File: src/rtl/cmdrx_pkg.sv
package cmdrx_pkg;
  localparam int TAG_W    = 16;
  localparam int SLOT_W   = 20;
  localparam int ID_W     = 2;
  localparam int IDX_W    = 7;
  localparam int DATA_W   = 16;
  localparam int FV_BIT   = 15;
  localparam int RD_BIT   = 19;
  localparam int IDX_LSB  = 12;
  localparam int DATA_LSB = 4;

  // Acceptance rule: frame valid set and the ID field naming this nonzero codec
  function automatic logic tag_selects(input logic frame_ok,
                                       input logic [ID_W-1:0] id_field,
                                       input logic [ID_W-1:0] my_id);
    return frame_ok && (my_id != '0) && (id_field == my_id);
  endfunction
endpackage

File: src/rtl/cmdrx_framer.sv
module cmdrx_framer #(
  parameter int FRAME_BITS = 56,
  localparam int CNT_W = $clog2(FRAME_BITS + 1)
) (
  input  logic             clk,
  input  logic             rst_n,
  input  logic             bclk,
  input  logic             frame_sync,
  output logic             frame_start,
  output logic             bit_stb,
  output logic [CNT_W-1:0] bit_pos
);
  logic             bclk_q;
  logic             sync_q;
  logic             active;
  logic [CNT_W-1:0] cnt;
  logic             fall_evt;

  assign fall_evt    = bclk_q & ~bclk;
  assign frame_start = fall_evt & frame_sync & ~sync_q;
  assign bit_stb     = fall_evt & active & ~frame_start;
  assign bit_pos     = cnt;

  always_ff @(posedge clk) begin
    if (!rst_n) begin
      bclk_q <= 1'b0;
      sync_q <= 1'b0;
      active <= 1'b0;
      cnt    <= '0;
    end else begin
      bclk_q <= bclk;
      if (fall_evt) sync_q <= frame_sync;
      if (frame_start) begin
        active <= 1'b1;
        cnt    <= '0;
      end else if (bit_stb) begin
        cnt <= cnt + CNT_W'(1);
        if (cnt == CNT_W'(FRAME_BITS - 1)) active <= 1'b0;
      end
    end
  end


  cnt_range_chk: assert property (@(posedge clk) disable iff (!rst_n)
    cnt <= CNT_W'(FRAME_BITS));


  restart_chk: assert property (@(posedge clk) disable iff (!rst_n)
    frame_start |=> (bit_pos == '0));
endmodule

File: src/rtl/cmdrx_deser.sv
module cmdrx_deser
  import cmdrx_pkg::*;
#(
  parameter int FRAME_BITS = TAG_W + 2 * SLOT_W,
  parameter int CNT_W      = $clog2(FRAME_BITS + 1)
) (
  input  logic              clk,
  input  logic              rst_n,
  input  logic              bit_stb,
  input  logic [CNT_W-1:0]  bit_pos,
  input  logic              ser_in,
  output logic              frame_ok,
  output logic [ID_W-1:0]   id_field,
  output logic              rd_flag,
  output logic [IDX_W-1:0]  reg_idx,
  output logic [DATA_W-1:0] wr_word,
  output logic              last_evt
);
  localparam int TAG_END = TAG_W - 1;
  localparam int S1_END  = TAG_W + SLOT_W - 1;
  localparam int S2_END  = FRAME_BITS - 1;

  logic [SLOT_W-2:0] sh;
  logic [SLOT_W-1:0] next_sh;
  logic              tag_end_evt;
  logic              s1_end_evt;

  assign next_sh     = {sh, ser_in};
  assign tag_end_evt = bit_stb && (bit_pos == CNT_W'(TAG_END));
  assign s1_end_evt  = bit_stb && (bit_pos == CNT_W'(S1_END));
  assign last_evt    = bit_stb && (bit_pos == CNT_W'(S2_END));
  assign wr_word     = next_sh[DATA_LSB +: DATA_W];

  always_ff @(posedge clk) begin
    if (!rst_n) begin
      sh       <= '0;
      frame_ok <= 1'b0;
      id_field <= '0;
      rd_flag  <= 1'b0;
      reg_idx  <= '0;
    end else begin
      if (bit_stb) sh <= next_sh[SLOT_W-2:0];
      if (tag_end_evt) begin
        frame_ok <= next_sh[FV_BIT];
        id_field <= next_sh[ID_W-1:0];
      end
      if (s1_end_evt) begin
        rd_flag <= next_sh[RD_BIT];
        reg_idx <= next_sh[IDX_LSB +: IDX_W];
      end
    end
  end
endmodule

File: src/rtl/cmdrx_match.sv
module cmdrx_match
  import cmdrx_pkg::*;
(
  input  logic              clk,
  input  logic              rst_n,
  input  logic              last_evt,
  input  logic              frame_ok,
  input  logic [ID_W-1:0]   id_field,
  input  logic              rd_flag,
  input  logic [IDX_W-1:0]  reg_idx,
  input  logic [DATA_W-1:0] wr_word,
  input  logic [ID_W-1:0]   dev_id,
  output logic              cmd_valid,
  output logic              cmd_read,
  output logic [IDX_W-1:0]  cmd_index,
  output logic [DATA_W-1:0] cmd_wdata
);
  logic accept_evt;

  assign accept_evt = last_evt && tag_selects(frame_ok, id_field, dev_id);

  always_ff @(posedge clk) begin
    if (!rst_n) begin
      cmd_valid <= 1'b0;
      cmd_read  <= 1'b0;
      cmd_index <= '0;
      cmd_wdata <= '0;
    end else begin
      cmd_valid <= accept_evt;
      if (accept_evt) begin
        cmd_read  <= rd_flag;
        cmd_index <= reg_idx;
        if (!rd_flag) cmd_wdata <= wr_word;
      end
    end
  end


  strb_pulse_chk: assert property (@(posedge clk) disable iff (!rst_n)
    cmd_valid |=> !cmd_valid);


  strb_cause_chk: assert property (@(posedge clk) disable iff (!rst_n)
    cmd_valid |-> $past(last_evt));


  frame_valid_chk: assert property (@(posedge clk) disable iff (!rst_n)
    cmd_valid |-> frame_ok);


  id_match_chk: assert property (@(posedge clk) disable iff (!rst_n)
    cmd_valid |-> (id_field == $past(dev_id)) && ($past(dev_id) != '0));


  hold_chk: assert property (@(posedge clk) disable iff (!rst_n)
    !cmd_valid |-> $stable({cmd_read, cmd_index, cmd_wdata}));


  rd_keep_chk: assert property (@(posedge clk) disable iff (!rst_n)
    (cmd_valid && cmd_read) |-> $stable(cmd_wdata));
endmodule

File: src/rtl/sec_cmd_rx.sv
module sec_cmd_rx
  import cmdrx_pkg::*;
(
  input  logic              clk,
  input  logic              rst_n,
  input  logic              bclk,
  input  logic              frame_sync,
  input  logic              ser_in,
  input  logic [ID_W-1:0]   dev_id,
  output logic              cmd_valid,
  output logic              cmd_read,
  output logic [IDX_W-1:0]  cmd_index,
  output logic [DATA_W-1:0] cmd_wdata
);
  localparam int FRAME_BITS = TAG_W + 2 * SLOT_W;
  localparam int CNT_W      = $clog2(FRAME_BITS + 1);

  logic              frame_start;
  logic              bit_stb;
  logic [CNT_W-1:0]  bit_pos;
  logic              frame_ok;
  logic [ID_W-1:0]   id_field;
  logic              rd_flag;
  logic [IDX_W-1:0]  reg_idx;
  logic [DATA_W-1:0] wr_word;
  logic              last_evt;

  cmdrx_framer #(.FRAME_BITS(FRAME_BITS)) u_framer (
    .clk(clk), .rst_n(rst_n), .bclk(bclk), .frame_sync(frame_sync),
    .frame_start(frame_start), .bit_stb(bit_stb), .bit_pos(bit_pos)
  );

  cmdrx_deser #(.FRAME_BITS(FRAME_BITS), .CNT_W(CNT_W)) u_deser (
    .clk(clk), .rst_n(rst_n), .bit_stb(bit_stb), .bit_pos(bit_pos),
    .ser_in(ser_in), .frame_ok(frame_ok), .id_field(id_field),
    .rd_flag(rd_flag), .reg_idx(reg_idx), .wr_word(wr_word),
    .last_evt(last_evt)
  );

  cmdrx_match u_match (
    .clk(clk), .rst_n(rst_n), .last_evt(last_evt), .frame_ok(frame_ok),
    .id_field(id_field), .rd_flag(rd_flag), .reg_idx(reg_idx),
    .wr_word(wr_word), .dev_id(dev_id), .cmd_valid(cmd_valid),
    .cmd_read(cmd_read), .cmd_index(cmd_index), .cmd_wdata(cmd_wdata)
  );


  reset_quiet_chk: assert property (@(posedge clk)
    !rst_n |=> !cmd_valid);
endmodule

File: config.mk
export PLATFORM = sky130hd
export DESIGN_NAME = sec_cmd_rx
export DESIGN_NICKNAME = d
export VERILOG_FILES = /design/src/rtl/cmdrx_pkg.sv /design/src/rtl/cmdrx_framer.sv /design/src/rtl/cmdrx_deser.sv /design/src/rtl/cmdrx_match.sv /design/src/rtl/sec_cmd_rx.sv
export SDC_FILE = /design/constraint.sdc
export NUM_CORES = 1
export LEC_CHECK = 0
export ABC_AREA = 1
export BUFFER_PORTS_ARGS = -buffer_cell sky130_fd_sc_hd__buf_2
export CORE_UTILIZATION = 40
export CTS_CLUSTER_DIAMETER = 30
export DETAILED_ROUTE_END_ITERATION = 10
export HOLD_SLACK_MARGIN = 0.12
export PLACE_DENSITY = 0.69
export SLEW_MARGIN = 20
export SYNTH_ARGS = -nofsm -noshare
export SYNTH_HDL_FRONTEND = slang
export SYNTH_HIERARCHICAL = 1
export SYNTH_SLANG_ARGS = --single-unit
File: constraint.sdc
create_clock -name clk -period 2.4 [get_ports clk]
set_input_delay 0 -clock clk [delete_from_list [all_inputs] [get_ports clk]]
set_output_delay 0 -clock clk [all_outputs]
set_load 0.05 [all_outputs]
# --- Word-level counts from Yosys, hierarchy flattened ---
# Cells that the tools add are included.
op_classes:
  addsub: 1
  n_mul: 0
  div: 0
  magnitude_cmp: 0
  eq_ne: 4
  shift: 0
  mux: 3
  bitwise_logic: 10
  reduce_logical: 12
ops:
  columns: ["op", "count"]
  rows:
  - ["6-bit == test, second input constant", 2]
  - ["6-bit by 1-bit adder with 6-bit output, second input constant", 1]
  - ["6-bit by 4-bit == test with 1-bit output, second input constant", 1]
  - ["1-bit logical AND", 6]
  - ["2-bit nonzero test", 3]
  - ["1-bit AND", 5]
  - ["1-bit inverter", 5]
  - ["2-bit AND reduction", 2]
  - ["1-bit 2-to-1 mux", 3]
  - ["2-bit == test", 1]
  - ["2-bit OR reduction", 1]
word_totals:
  regBits: 64
  latchBits: 0
  ram_bits: 0
  rom_bits: 0
  word_cells: 43
  memories: 0

# --- Depth between registers and ports, before layout ---
# Gate-level depths: netlist of run 1.
depth:
  ltp_word: 9
  mapped_depth: 18
  depth_no_buf: 17

# --- Hierarchy ---
# Netlist of run 1, hierarchy kept.
by_module_without_submodules:
  columns: ["module", "n_inst", "cells_per_inst", "area_each_um2"]
  rows:
  - ["cmdrx_deser", 1, 174, 1308.8]
  - ["cmdrx_match", 1, 192, 1243.7]
  - ["cmdrx_framer", 1, 69, 548.0]

# --- Least setup slack after synthesis of run 1 ---
# No wires, ideal clock.
synth_path:
  path_kind: "register -> register"
  start: "register u_framer.bclk_q"
  end: "register u_match.cmd_wdata[10]"
  setup_time_ns: 0.110
  arrival_ns: 1.773
  required_time_ns: 2.290
  path_slack_ns: 0.517
  path_stages_with_launch: 17
  path_buffers: 1
  period_less_slack_ns: 1.883
  path_cell_list: "dfxtp_1 -> nand2_2 -> nor2_8 -> nand2_4 -> inv_2 -> nand2_2 -> clkinv_2 -> nand2_2 -> nor4_1 -> nand2_1 -> inv_1 -> nand2_1 -> nor2_4 -> buf_4 -> nand4_1 -> nand2_1 -> nor2_1"
synth_between:
  elab_chain_cells: 8
  word_cells_on_any_way: 9
  classes_between: "6 x bitwise; 3 x reduce/logical"
synth_lines:
  columns: ["item", "line_no", "rtl"]
  rows:
  - ["start: declaration", "cmdrx_framer.sv:13", "logic bclk_q;"]
  - ["start signal: assignment", "cmdrx_framer.sv:31", "bclk_q <= bclk;"]
  - ["1-bit AND (*)", "cmdrx_framer.sv:19", "assign fall_evt = bclk_q & ~bclk;"]
  - ["1-bit AND (2 in a row)", "cmdrx_framer.sv:20", "assign frame_start = fall_evt & frame_sync & ~sync_q;"]
  - ["1-bit inverter", "cmdrx_framer.sv:21", "assign bit_stb = fall_evt & active & ~frame_start;"]
  - ["1-bit AND (*)", "cmdrx_framer.sv:21", null]
  - ["via bit_stb", "sec_cmd_rx.sv:19", "logic bit_stb;"]
  - ["1-bit logical AND (*)", "cmdrx_deser.sv:31", "assign last_evt = bit_stb && (bit_pos == CNT_W'(S2_END));"]
  - ["via last_evt", "sec_cmd_rx.sv:26", "logic last_evt;"]
  - ["1-bit logical AND (*)", "cmdrx_match.sv:20", "assign accept_evt = last_evt && tag_selects(frame_ok, id_field, dev_id);"]
  - ["2-bit AND reduction (no source line) (*)", null, null]
  - ["end signal: assignment", "cmdrx_match.sv:33", "if (!rd_flag) cmd_wdata <= wr_word;"]
  - ["end: declaration", "cmdrx_match.sv:16", "output logic [DATA_W-1:0] cmd_wdata"]
# The timed path passes the listed nets; every way through them passes the cells marked *.
# A chain may end at the register's enable or synchronous reset.

# --- Final worst setup path of run 1 ---
layout_path:
  start: "input port bclk"
  end: "register u_match.cmd_wdata[9]"
layout_between:
  elab_chain_cells: 9
  word_cells_on_any_way: 10
  classes_between: "7 x bitwise; 3 x reduce/logical"
layout_lines:
  columns: ["item", "line_no", "rtl"]
  rows:
  - ["start: declaration", "sec_cmd_rx.sv:6", "input logic bclk,"]
  - ["1-bit inverter (*)", "cmdrx_framer.sv:19", null]
  - ["1-bit AND (*)", "cmdrx_framer.sv:19", null]
  - ["1-bit AND (2 in a row)", "cmdrx_framer.sv:20", null]
  - ["1-bit inverter", "cmdrx_framer.sv:21", null]
  - ["1-bit AND (*)", "cmdrx_framer.sv:21", null]
  - ["via bit_stb", "sec_cmd_rx.sv:19", null]
  - ["1-bit logical AND (*)", "cmdrx_deser.sv:31", null]
  - ["via last_evt", "sec_cmd_rx.sv:26", null]
  - ["1-bit logical AND (*)", "cmdrx_match.sv:20", null]
  - ["2-bit AND reduction (no source line) (*)", null, null]
# Marks and branches as above.

==> reports/metrics.yaml, run 1 <==
syn2layout_area_growth_pct: 13.1
min_period_over_period_pct: 89.0
grt_overflow_total: 0
clk_latency_ns: 0.34
vias: 2590
first_global_vias: 2285
finalCriticalPeriod_ns: 2.14
setup_viol: 0
die_w_um: 90.0
rows: 31
cp-startpoint: "bclk"
drv_cap: 0
power_mw: 2.20
worstHoldStart: "dev_id[0]"
synth_area_leaders: "dfxtp_1, inv_1, nand2_1"
crit_path_end_kind: "flip-flop"
cts_tree: "built"
diodes: 0
hold_class: "primary input to flip-flop"
top_level_ports: 32
rsz0062_at_grt: "no"
synth_top_area_share_pct: 41.3
htreeDepth: 3
ys_ff_latch: 64
worstPathArrival_ns: 2.37
final_area_mm2: 0.00351
power_density_mw_per_mm2: 626
crit_slowest_cell: "dlygate4sd3_1"
grt_use_total_pct: 15.4
nFillCells: 733
crit_path_frequent_cell: "nand2_2"
viasPerCell: 4.62
slew_violations: 0
fin_nets: 465
portBuffers: 31
drive_gt1_share_pct: 19.5
ir_drop_mv: 0.265
status: "finished, final reports clean"
drt-initial-drc-count: 139
clk_pin_slew_ns: 0.08
worstMarginPinSlew_ns: 0.565
slowest_delay_ns: 0.53
drc: 0
p_leak_nw: 1.55
hold_viol: 0
crit_chain: "dlygate4sd3_1 > buf_2 > inv_2 > nand2_2 > nor2_8 > nand2_4 > inv_2 > nand2_2 > clkinv_2 > nand2_2 > nor4_1 > nand2_1 > inv_1 > nand2_2 > nor2_4 > buf_4 > nand4_1 > nand2_1 > nor2_1"
clockBufferDepth: 2
synth.distinct_cells: 31
first_pass_iters: 5
maxSlewHeadroom_pct: 62.1
cts.sinks: 64
required_ns: 2.63
yosys_warnings: 6
crit_fanout: 8
grt_first_pass_wirelength_mm: 10.0
start_kind: "primary input"
drtAntennaViolNets: 0
postPlaceCellArea_mm2: 0.00318
synth_top_cell_by_area: "dfxtp_1"
syn_nets: 443
cts-root-buf: "clkbuf_8"
syn_inst: 435
clock_skew_ns: 0.0115
initial_core_util_pct: 42.1
critPathKind: "primary input to flip-flop"
syn_avg_cell_area_um2: 7.13
chipHeight_um: 90.0
gp_congestion: 0.798
drt_wl_total_mm: 6.05
core_mm2: 0.00737
wl_per_cell_um: 10.8
cts_buffers: 9
timing.rr.start: "u_framer/bclk_q$_SDFF_PN0_"
final.setup.tns_ns: 0
grt_max_degree: 32
dp_hpwl_mm: 3.89
fmax_ghz: 0.468
ys_seq_area_share_pct: 41.3
dieArea_mm2: 0.00811
synth_area_mm2: 0.00310
antenna_found_initial: 0
==> final cells by class <==
type | instances | area [um^2] | share of cell area (%)
Clock buffer | 10 | 138 | 3.93
Clock inverter | 6 | 92.6 | 2.64
Inverter | 88 | 337 | 9.60
Multi-Input combinational cell | 253 | 1290 | 36.8
Sequential cell | 64 | 1280 | 36.5
Tap cell | 99 | 124 | 3.53
Timing Repair Buffer | 41 | 243 | 6.92
==> synth_stat cells <==
master	n
a21oi_2	3
nand3_4	1
buf_1	3
clkbuf_1	4
nor2_8	2
xnor2_1	1
clkinv_2	1
nor4_1	1
nand4_1	19
dfxtp_1	64
nor2_1	57
clkbuf_2	1
nor2_2	4
nand2_2	8
nor2_4	5
buf_6	3
o21ai_0	20
nand3_1	27
nand2_1	74
clkinv_1	1
inv_4	2
buf_2	2
inv_1	80
nand2_4	2
o21ai_2	1
buf_4	19
xor2_1	1
a21oi_1	23
ha_1	1
inv_2	4
nand4_4	1
==> logic make-up (layout without fill, tap and decap cells) <==
group | count (synthesis) | after routing | share of synthesized area, %
adder cells (fa/ha/maj) | 1 | 1 | 0.403
AO/OA/AOI/OAI | 47 | 47 | 8.07
flip-flops | 64 | 64 | 41.3
AND/OR/NAND/NOR | 201 | 203 | 31.8
XOR/XNOR | 2 | 2 | 0.565
buffers and inverters | 120 | 145 | 17.9
==> placed cells by master, fill, tap and decap left out, drive strengths merged <==
cell type,instances
clkinv,4
clkbuf,10
o21ai,21
nor4,1
dlygate4sd3,5
ha,1
clkinvlp,2
nor2,69
bufinv,2
xor2,1
nand3,28
nand2,84
buf,36
nand4,21
dfxtp,64
xnor2,1
a21oi,26
inv,86
==> flip-flops by register name, indices dropped and copies added, names as in the netlist <==
| register | flops |
|---|---|
| u_deser/rd_flag | 1 |
| u_framer/sync_q | 1 |
| u_framer/active | 1 |
| u_match/cmd_wdata | 16 |
| u_framer/bclk_q | 1 |
| u_deser/id_field | 2 |
| u_deser/frame_ok | 1 |
| u_match/cmd_valid | 1 |
| u_framer/bit_pos | 6 |
| u_deser/reg_idx | 7 |
| u_deser/sh | 19 |
| u_match/cmd_index | 7 |
| u_match/cmd_read | 1 |
==> path summary, 6_finish.rpt <==
kind / slack [ns] / end / cells after the start
max: 0.26 / u_match/cmd_wdata[9]$_SDFFE_PN0P_ / 19
min: 0.19 / u_match/cmd_index[1]$_SDFFE_PN0P_ / 6
max reg2reg: 0.29 / u_match/cmd_wdata[9]$_SDFFE_PN0P_ / 16
min reg2reg: 0.45 / u_match/cmd_read$_SDFFE_PN0P_ / 2
==> timing repair <==
action	CTS	global route
buffers inserted	0	3
setup endpoints to repair	0	25
hold endpoints to repair	6	0
hold buffers	5	0
resized for setup	0	3
==> worst max-delay path: cells and delay by family <==
family,cells,cell delay (ns)
simple gates,12,1.26
buf+inv,7,1.11
==> per-layer routing <==
layer	GRT usage (%)	wire, um	vias to the layer above
li1	-	-	1360
met1	18.2	2860	1163
met2	25.6	2770	58
met3	5.41	312	9
met4	6.18	108	0
met5	0	0	-
==> per-stage QoR <==
step           hold WS [ns]  utilization, %  worst slack (ns)  std cells
2_1_floorplan        0.0935               -             0.517        435
3_3_place_gp          0.255            43.1             0.174        535
3_5_place_dp          0.257            43.1             0.114        535
4_1_cts               0.184            46.9             0.114        556
5_1_grt               0.224            47.6            0.0285        561
6_report              0.192            47.6             0.264        561
==> power by group <==
group | total (mW) | switching, mW | leakage (nW) | internal (mW)
clock network | 1.04 | 0.428 | 0.109 | 0.616
logic | 0.0830 | 0.0558 | 0.926 | 0.0272
registers | 1.07 | 0.00318 | 0.516 | 1.07
total | 2.20 | 0.487 | 1.55 | 1.71
(Power assumes the default switching activity.)
==> inputs of run 2 (changes only) <==
PLACE_DENSITY = unset   (was 0.69)
==> run 2 against run 1 <==
Compared with the run above: routed wire length shrank 4.0%; sequential share of layout area grew 0.092 points; clock power increased by 5%; combinational power shrank 3.5%; non-clock buffer count is 1 lower; critical path type unchanged; register-to-register slack lost 0.04 ns; clock-buffer cell count grew 1; design area down 0.25%; largest cell class unchanged; die area did not move; via count down 1.6%.
==> reports/metrics.yaml, run 2 (synthesis gave the netlist of run 1 again) <==
status: "finished, final reports clean"
power_density_mw_per_mm2: 641
drtAntennaViolNets: 0
layout_common_cells: "inv_1, nand2_1, dfxtp_1"
rsz0062_at_grt: "no"
largest_reg_flops: 19
multi_input_area_mm2: 0.00129
drive_gt1_share_pct: 18.9
finalCriticalPeriod_ns: 2.17
clk_latency_ns: 0.34
diodes: 0
grt_max_degree: 35
clk_pin_slew_ns: 0.07
hold_viol: 0
layout.area.seq_mm2: 0.00128
drt-initial-drc-count: 105
dieArea_mm2: 0.00811
cts-root-buf: "clkbuf_8"
start_kind: "primary input"
critPathKind: "primary input to flip-flop"
htreeDepth: 3
ir_drop_mv: 0.314
wl_per_cell_um: 10.4
clockBufferDepth: 2
min_period_over_period_pct: 90.5
fmax_ghz: 0.460
syn2layout_area_growth_pct: 12.8
hold_class: "primary input to flip-flop"
maxSlewHeadroom_pct: 62.0
first_pass_iters: 5
first_global_vias: 2137
p_leak_nw: 1.55
drv_cap: 0
die_w_um: 90.0
crit_path_end_kind: "flip-flop"
top_regs: "u_deser/sh (19), u_match/cmd_wdata (16)"
reg2reg_setup_slack_ns: 0.25
final_common_cell: "inv_1"
grt_first_pass_wirelength_mm: 9.59
slew_violations: 0
grt_use_total_pct: 14.6
rows: 31
cts.sinks: 64
core_mm2: 0.00737
grt_overflow_total: 0
crit_fanout: 8
nFillCells: 791
gp_congestion: 0.806
power_mw: 2.24
required_ns: 2.64
final.setup.tns_ns: 0
top_level_ports: 32
portBuffers: 31
top_register: "u_deser/sh"
chipHeight_um: 90.0
vias: 2548
hold-worst-slack_ns: 0.159
dp_hpwl_mm: 3.77
fin_nets: 464
cts_buffers: 9
cts_tree: "built"
antenna_found_initial: 0
clock_skew_ns: 0.00969
drc: 0
worstPathArrival_ns: 2.41
viasPerCell: 4.55
worstMarginPinSlew_ns: 0.566
setup_viol: 0
initial_core_util_pct: 42.1
drt_wl_total_mm: 5.81
[run 2: final timing paths]
path | from | endpoint | cells past startpoint
setup reg to reg | u_framer/bclk_q$_SDFF_PN0_ | u_match/cmd_wdata[4]$_SDFFE_PN0P_ | 16
hold reg to reg | u_match/cmd_read$_SDFFE_PN0P_ | u_match/cmd_read$_SDFFE_PN0P_ | 2
hold / removal | rst_n | u_framer/bclk_q$_SDFF_PN0_ | 3
setup / recovery | bclk | u_match/cmd_wdata[4]$_SDFFE_PN0P_ | 19
[run 2: per-layer routing]
layer  global-route usage, %  routed length, um  vias to the layer above
met5                       0                  0                        -
met4                    5.24                 69                        0
met3                    5.50                265                        6
met2                    22.6               2610                       51
met1                    18.5               2860                     1127
li1                        -                  -                     1364
[run 2: report_power, final]
part	switching (mW)	internal [mW]
clock network	0.402	0.691
logic	0.0550	0.0251
registers	0.00310	1.07
[run 2: worst max-delay path: stages]
cell           delay (ns)
dlygate4sd3_1        0.53
buf_2                0.15
inv_2                0.05
nand2_2              0.08
nor2_8               0.16
nand2_4              0.08
inv_2                0.06
nand2_2              0.07
clkinv_2             0.06
nand2_2              0.07
nor4_1               0.17
nand2_1              0.08
inv_1                0.05
nand2_1              0.14
nor2_4               0.27
buf_4                0.18
nand4_1              0.08
nand2_1              0.09
nor2_1               0.04
[run 2: layout make-up]
class	instances	area share, %
multi-input combinational	253	36.9
sequential	64	36.6
inverter	88	9.62
timing repair buffer	40	6.58
clock buffer	11	3.76
tap	99	3.54
clock inverter	5	3.01
[run 2: timing repair]
item	in CTS	in global routing
hold endpoints to repair	5	0
setup endpoints to repair	0	14
gates resized for setup	0	1
hold buffers	3	0
setup buffers	0	3
[run 2: per-stage QoR]
step,instances,area (um^2),util (%),setup WS [ns]
2_1_floorplan,435,3100,-,0.517
3_3_place_gp,536,3180,43.2,0.154
3_5_place_dp,536,3180,43.2,0.0763
4_1_cts,555,3450,46.8,0.0767
5_1_grt,560,3500,47.5,0.0120
6_report,560,3500,47.5,0.228
